==> src/rtl/sirq_pkg.sv <==
package sirq_pkg;

    typedef enum logic [2:0] {
        ST_IDLE,
        ST_REQ,
        ST_START,
        ST_LEAD,
        ST_FRAME,
        ST_STOPWAIT,
        ST_STOPLOW,
        ST_GAP
    } sirq_state_e;

    typedef enum logic [1:0] {
        PH_SAMPLE,
        PH_RECOVER,
        PH_TURN
    } sirq_phase_e;

endpackage

==> src/rtl/sirq_change_tracker.sv <==
module sirq_change_tracker #(
    parameter int                 NFRAMES = 17,
    parameter logic [NFRAMES-1:0] OWNED   = '1,
    parameter int                 SLOT_W  = 5
) (
    input  logic               clk,
    input  logic               rst_n,
    input  logic [NFRAMES-1:0] irq_in,
    input  logic               latch_en,
    input  logic [SLOT_W-1:0]  latch_slot,
    output logic               pending
);

    // Last value handed to the host for each slot; 1 means "not asserted".
    logic [NFRAMES-1:0] delivered;

    for (genvar g = 0; g < NFRAMES; g++) begin : g_slot
        always_ff @(posedge clk or negedge rst_n) begin
            if (!rst_n) begin
                delivered[g] <= 1'b1;
            end else if (latch_en && latch_slot == SLOT_W'(g)) begin
                delivered[g] <= irq_in[g];
            end
        end
    end

    assign pending = |((irq_in ^ delivered) & OWNED);

endmodule

==> src/rtl/sirq_bus_fsm.sv <==
module sirq_bus_fsm
    import sirq_pkg::*;
#(
    parameter int NFRAMES = 17,
    parameter int SLOT_W  = 5
) (
    input  logic               clk,
    input  logic               rst_n,
    input  logic               line_in,
    input  logic               pending,
    input  logic [NFRAMES-1:0] irq_in,
    output sirq_state_e        st,
    output sirq_phase_e        ph,
    output logic [SLOT_W-1:0]  slot,
    output logic               quiet,
    output logic               held,
    output logic               latch_en,
    output logic [SLOT_W-1:0]  latch_slot
);

    localparam logic [SLOT_W-1:0] LAST_SLOT = SLOT_W'(NFRAMES - 1);

    sirq_state_e       st_n;
    sirq_phase_e       ph_n;
    logic [SLOT_W-1:0] slot_n;
    logic [1:0]        wcnt, wcnt_n;
    logic              quiet_n;

    always_comb begin
        st_n     = st;
        ph_n     = ph;
        slot_n   = slot;
        wcnt_n   = wcnt;
        quiet_n  = quiet;
        latch_en = 1'b0;
        unique case (st)
            ST_IDLE: begin
                if (!line_in)              st_n = ST_START;
                else if (quiet && pending) st_n = ST_REQ;
            end
            ST_REQ:   st_n = ST_START;
            ST_START: if (line_in) st_n = ST_LEAD;
            ST_LEAD: begin
                st_n     = ST_FRAME;
                ph_n     = PH_SAMPLE;
                slot_n   = '0;
                latch_en = 1'b1;
            end
            ST_FRAME: begin
                unique case (ph)
                    PH_SAMPLE:  ph_n = PH_RECOVER;
                    PH_RECOVER: ph_n = PH_TURN;
                    PH_TURN: begin
                        if (slot == LAST_SLOT) begin
                            st_n = ST_STOPWAIT;
                        end else begin
                            slot_n   = slot + 1'b1;
                            ph_n     = PH_SAMPLE;
                            latch_en = 1'b1;
                        end
                    end
                    default: ph_n = PH_SAMPLE;
                endcase
            end
            ST_STOPWAIT: begin
                if (!line_in) begin
                    st_n   = ST_STOPLOW;
                    wcnt_n = 2'd1;
                end
            end
            ST_STOPLOW: begin
                if (line_in) begin
                    quiet_n = (wcnt == 2'd2);
                    st_n    = ST_GAP;
                end else if (wcnt != 2'd3) begin
                    wcnt_n = wcnt + 2'd1;
                end
            end
            ST_GAP:  st_n = ST_IDLE;
            default: st_n = ST_IDLE;
        endcase
    end

    assign latch_slot = slot_n;

    // State register
    always_ff @(posedge clk or negedge rst_n) begin
        if (!rst_n) begin
            st    <= ST_IDLE;
            ph    <= PH_SAMPLE;
            slot  <= '0;
            wcnt  <= '0;
            quiet <= 1'b0;
            held  <= 1'b1;
        end else begin
            st    <= st_n;
            ph    <= ph_n;
            slot  <= slot_n;
            wcnt  <= wcnt_n;
            quiet <= quiet_n;
            if (latch_en) held <= irq_in[slot_n];
        end
    end

endmodule

==> src/rtl/sirq_slot_driver.sv <==
module sirq_slot_driver
    import sirq_pkg::*;
#(
    parameter int                 NFRAMES = 17,
    parameter logic [NFRAMES-1:0] OWNED   = '1,
    parameter int                 SLOT_W  = 5
) (
    input  sirq_state_e       st,
    input  sirq_phase_e       ph,
    input  logic [SLOT_W-1:0] slot,
    input  logic              held,
    output logic              drv_en,
    output logic              drv_val
);

    // Output process
    always_comb begin
        drv_en  = 1'b0;
        drv_val = 1'b0;
        if (st == ST_REQ) begin
            drv_en = 1'b1;
        end else if (st == ST_FRAME && OWNED[slot] && !held) begin
            if (ph == PH_SAMPLE) begin
                drv_en = 1'b1;
            end else if (ph == PH_RECOVER) begin
                drv_en  = 1'b1;
                drv_val = 1'b1;
            end
        end
    end

endmodule

==> src/rtl/sirq_agent.sv <==
module sirq_agent
    import sirq_pkg::*;
#(
    parameter int                 NFRAMES = 17,
    parameter logic [NFRAMES-1:0] OWNED   = NFRAMES'(17'h01022)
) (
    input  logic               clk,
    input  logic               rst_n,
    input  logic [NFRAMES-1:0] irq_in,
    input  logic               line_in,
    output logic               drv_en,
    output logic               drv_val
);

    localparam int SLOT_W = (NFRAMES > 1) ? $clog2(NFRAMES) : 1;

    sirq_state_e       st;
    sirq_phase_e       ph;
    logic [SLOT_W-1:0] slot;
    logic [SLOT_W-1:0] latch_slot;
    logic              quiet;
    logic              held;
    logic              latch_en;
    logic              pending;

    sirq_change_tracker #(
        .NFRAMES(NFRAMES),
        .OWNED  (OWNED),
        .SLOT_W (SLOT_W)
    ) u_track (
        .clk       (clk),
        .rst_n     (rst_n),
        .irq_in    (irq_in),
        .latch_en  (latch_en),
        .latch_slot(latch_slot),
        .pending   (pending)
    );

    sirq_bus_fsm #(
        .NFRAMES(NFRAMES),
        .SLOT_W (SLOT_W)
    ) u_fsm (
        .clk       (clk),
        .rst_n     (rst_n),
        .line_in   (line_in),
        .pending   (pending),
        .irq_in    (irq_in),
        .st        (st),
        .ph        (ph),
        .slot      (slot),
        .quiet     (quiet),
        .held      (held),
        .latch_en  (latch_en),
        .latch_slot(latch_slot)
    );

    sirq_slot_driver #(
        .NFRAMES(NFRAMES),
        .OWNED  (OWNED),
        .SLOT_W (SLOT_W)
    ) u_drv (
        .st     (st),
        .ph     (ph),
        .slot   (slot),
        .held   (held),
        .drv_en (drv_en),
        .drv_val(drv_val)
    );

endmodule

==> config.mk <==
export PLATFORM = sky130hd
export DESIGN_NAME = sirq_agent
export DESIGN_NICKNAME = d
export VERILOG_FILES = /design/src/rtl/sirq_pkg.sv /design/src/rtl/sirq_change_tracker.sv /design/src/rtl/sirq_bus_fsm.sv /design/src/rtl/sirq_slot_driver.sv /design/src/rtl/sirq_agent.sv
export SDC_FILE = /design/constraint.sdc
export NUM_CORES = 1
export LEC_CHECK = 0
export ABC_AREA = 0
export BUFFER_PORTS_ARGS = -buffer_cell sky130_fd_sc_hd__buf_4
export CAP_MARGIN = 20
export CORE_ASPECT_RATIO = 0.75
export CORE_MARGIN = 5
export CORE_UTILIZATION = 40
export CTS_CLUSTER_SIZE = 14
export DETAILED_ROUTE_END_ITERATION = 8
export PLACE_DENSITY = 0.6
export SLEW_MARGIN = 25
export SYNTH_ARGS = -nofsm -noshare
export SYNTH_HDL_FRONTEND = slang
export SYNTH_SLANG_ARGS = --single-unit
==> constraint.sdc <==
create_clock -name clk -period 3 [get_ports clk]
set_input_delay 0.15 -clock clk [delete_from_list [all_inputs] [get_ports clk]]
set_output_delay 0.15 -clock clk [all_outputs]
set_load 0.02 [all_outputs]
==> key figures <==
Floorplanning
  • Ports: 22
  • Core Rows: 19
  • Starting Density: 0.4057
  • Core area: 3590 sq um
  • Die width: 79.68 um
  • Height of the die: 62.26 um
  • Die area: 4960 sq um

Drt
  • Top sig layer: met4
  • Drt total wl: 3489 um
  • Total number of vias: 1251
  • Pre-antenna DRT Iters: 4
  • Met3 WL: 143 um
  • Wire length on met1: 1751 um
  • Met2 WL post-DR: 1586 um
  • Final ANT Viol Nets: 0
  • Vias per cell: 5.511
  • Drt drc: 0
  • Wire per inst: 15.37 um
  • Initial drt markers: 91

Worst setup path
  • Max stage delay on crit path: 0.51 ns
  • CP max FO: 12
  • Beginning of the critical path: u_fsm.slot[0]$_DFF_PN0_
  • Startpoint Class: flop
  • Crit Reg-Reg Startpoint: u_fsm.slot[0]$_DFF_PN0_
  • CP max stage cell: or4bb_1
  • Crit Reg-Reg Endpoint: u_fsm.held$_DFFE_PN1P_
  • R2r setup slk: 0.36 ns
  • Setup crit end kind: flop
  • CP dominant cell by count: mux2i_1
  • Cells on worst reg2reg path: 9
  • Worst EP required: 3.19 ns
  • Worst Path Arrival: 2.82 ns
  • Crit path cell chain: inv_1, ha_1, or4bb_1, a21oi_1, or3_4, mux2i_1, mux2i_1, mux2_2, o211a_1
  • Crit path to: u_fsm.held$_DFFE_PN1P_
  • Kind of critical path: reg2reg

Clock tree
  • Clk Latency, worst-skew pair: 0.25 ns
  • Clock sinks: 17
  • CTS root buf: clkbuf_8
  • Number of CTS-inserted buffers: 3
  • TritonCTS clock tree: done
  • # H-tree levels: 1
  • Post-CTS Resized: 0
  • Worst-path clk slew: 0.07 ns
  • Maximum buffer depth of the clock tree: 2

Timing
  • Setup ws final: 0.3614 ns
  • Clock Skew: 0.001190 ns
  • Final Hold Viols: 0
  • Fin crit share: 0.8795
  • Final TNS setup: 0 ns
  • Slew @ Worst Pin: 0.4253 ns
  • Crit path time final: 2.639 ns
  • Peak Freq: 379.0 MHz
  • Final count of pins violating max slew: 0
  • Relative slew slack: 0.7164
  • Final Setup Violations: 0
  • Unrepaired setup endpoints after global routing: false

Synth
  • Post-Synth Simple-Gate Area: 0.2294
  • XOR/XNOR share of the synthesized area: 0.03007
  • Cell area after synthesis: 1456 sq um
  • Avg Inst Size Synth: 9.457 sq um
  • Yosys warns: 0
  • Post-synthesis sequential area ratio: 0.2955
  • FF+latch count, synth: 17
  • Count of unique library cells instantiated by Yosys: 62
  • Adder-cell area share of the yosys netlist: 0.04296
  • Largest family of logic cells by synthesized area: compound AO/OA/AOI/OAI gates
  • Post-synthesis cell count: 154
  • Mux cell area share after synthesis: 0.07990
  • Mapped Nets: 179
  • Top_reg_cell synth: dfrtp_1
  • EDFF count, synth: 0
  • Synth Area in Compound Gates: 0.2388
  • Fraction of registers with async set/reset: 1.000

Layout
  • # diodes: 0
  • Nets: 201
  • Layout cells sized above 1: 0.2914
  • Area growth syn-to-layout: 16.15%
  • Post-Route Utilization: 0.4712
  • Fillers: 354

GRT
  • Largest net degree at the start of global routing: 18
  • Initial antenna violation count: 0
  • Total GRT Usage: 0.1511
  • First-pass GRT wire length: 6030 um
  • Vias in the first global route: 1210
  • Gr ovfl total: 0

Pwr
  • Peak supply drop: 0.2939 mV
  • LEAKAGE: 0.7212 nW
  • Total power: 1.080 mW
  • PwrDens: 638.6 nW/um^2

Job
  • Max-cap viol count: 0

Placed design
  • Dpl ws: 0.3732 ns
  • GP Congestion: 0.9518
  • I/O Buffers: 21
  • DP Wirelength: 2829 um

Status
  • Outcome: finished clean

Worst hold path
  • Hold crit path type: in2reg
[cells by family after synthesis]
family,Yosys count
buffers and inverters,20
AOI/OAI and AO/OA,43
muxes,11
adders and majority gates,5
DFF,17
xor gates and xnor gates,5
and+or+nand+nor,53
[layout by cell type, fill, tap and decap left out, types with 2 or more instances in the layout]
cell / Yosys / final
o31ai_1: 3 / 3
xnor2_1: 3 / 3
mux2i_1: 6 / 6
a211oi_2: 2 / 2
xor2_1: 2 / 2
nor2_1: 11 / 11
dfstp_2: 4 / 4
a21oi_1: 9 / 9
nand4_1: 2 / 2
mux2_1: 3 / 3
nand2_1: 13 / 13
o32ai_1: 2 / 2
inv_2: 2 / 2
o21ai_0: 4 / 4
nand3b_1: 3 / 3
inv_1: 8 / 8
a31oi_1: 2 / 2
ha_1: 5 / 5
clkbuf_8: 0 / 3
nand2b_1: 3 / 3
nand4b_1: 2 / 2
buf_4: 1 / 26
nor4b_2: 2 / 2
dfrtp_1: 13 / 13
mux2_2: 2 / 2
o211ai_1: 2 / 2
nand3_1: 4 / 4
[cell usage after synthesis (4+ instances only)]
| master | instances | area, sq um |
|---|---|---|
| nand2_1 | 13 | 48.80 |
| dfrtp_1 | 13 | 325.3 |
| nand3_1 | 4 | 20.02 |
| mux2i_1 | 6 | 60.06 |
| dfstp_2 | 4 | 105.1 |
| a21oi_1 | 9 | 45.04 |
| o21ai_0 | 4 | 20.02 |
| ha_1 | 5 | 62.56 |
| nor2_1 | 11 | 41.29 |
| inv_1 | 8 | 30.03 |
[where the power goes]
part           leakage, nW  switching, mW  internal, mW
Sequential           0.212          0.100         0.304
Clock               0.0217         0.0843        0.0935
Combinational        0.488          0.280         0.219
Total                0.721          0.465         0.616
[area by class of cell]
cell class	count	area [sq um]	share of cell area
Sequential cell	17	430.4	0.2544
Tap cell	52	65.06	0.03846
Clock inverter	1	7.507	0.004438
Inverter	10	37.54	0.02219
Timing Repair Buffer	27	205.2	0.1213
Multi-Input combinational cell	117	904.6	0.5348
Clock buffer	3	41.29	0.02441
[worst min-delay path by stage]
stage	from	endpoint	slack, ns	cells past startpoint
finish	line_in	u_fsm.st[1]$_DFFE_PN0P_	0.10	2
global route	line_in	u_fsm.st[1]$_DFFE_PN0P_	0.10	2
CTS	line_in	u_fsm.st[1]$_DFFE_PN0P_	0.1	2
detailed placement	rst_n	u_fsm.wcnt[1]$_DFFE_PN0P_	0.03	1
global placement	rst_n	u_fsm.wcnt[0]$_DFFE_PN0P_	0.03	1
floorplan	rst_n	u_fsm.ph[0]$_DFFE_PN0P_	-0.15	0
[metal layers]
layer | GRT usage | vias up
li1 | - | 614
met4 | 0.006438 | 0
met2 | 0.2198 | 24
met3 | 0.03468 | 2
met5 | 0 | -
met1 | 0.2364 | 611
[flip-flops by register name (all words and copies together) (netlist names)]
signal	count
u_fsm.held	1
u_fsm.ph	2
u_fsm.quiet	1
u_fsm.slot	5
u_fsm.st	3
u_fsm.wcnt	2
u_track.delivered	3
[repair_timing]
item | in CTS | in global routing
endpoints found under the hold margin | 17 | 0
setup buffers | 0 | 0
hold buffers | 1 | 0
[worst max-delay path: cells and delay by family (launching register included)]
family	cells	cell delay, ns
and+or+nand+nor	2	0.77
muxes	3	0.59
AOI/OAI and AO/OA	2	0.42
DFF	1	0.45
buffers and inverters	1	0.15
adders and majority gates	1	0.19
[through the flow]
stage | std cells | area (sq um) | hold slack [ns]
finish | 227 | 1692 | 0.1033
global route | 227 | 1692 | 0.1005
CTS | 227 | 1692 | 0.09755
detailed placement | 222 | 1633 | 0.03303
global placement | 222 | 1633 | 0.03102
floorplan | 154 | 1456 | -0.1456
Power figures use the tool's default switching activity.
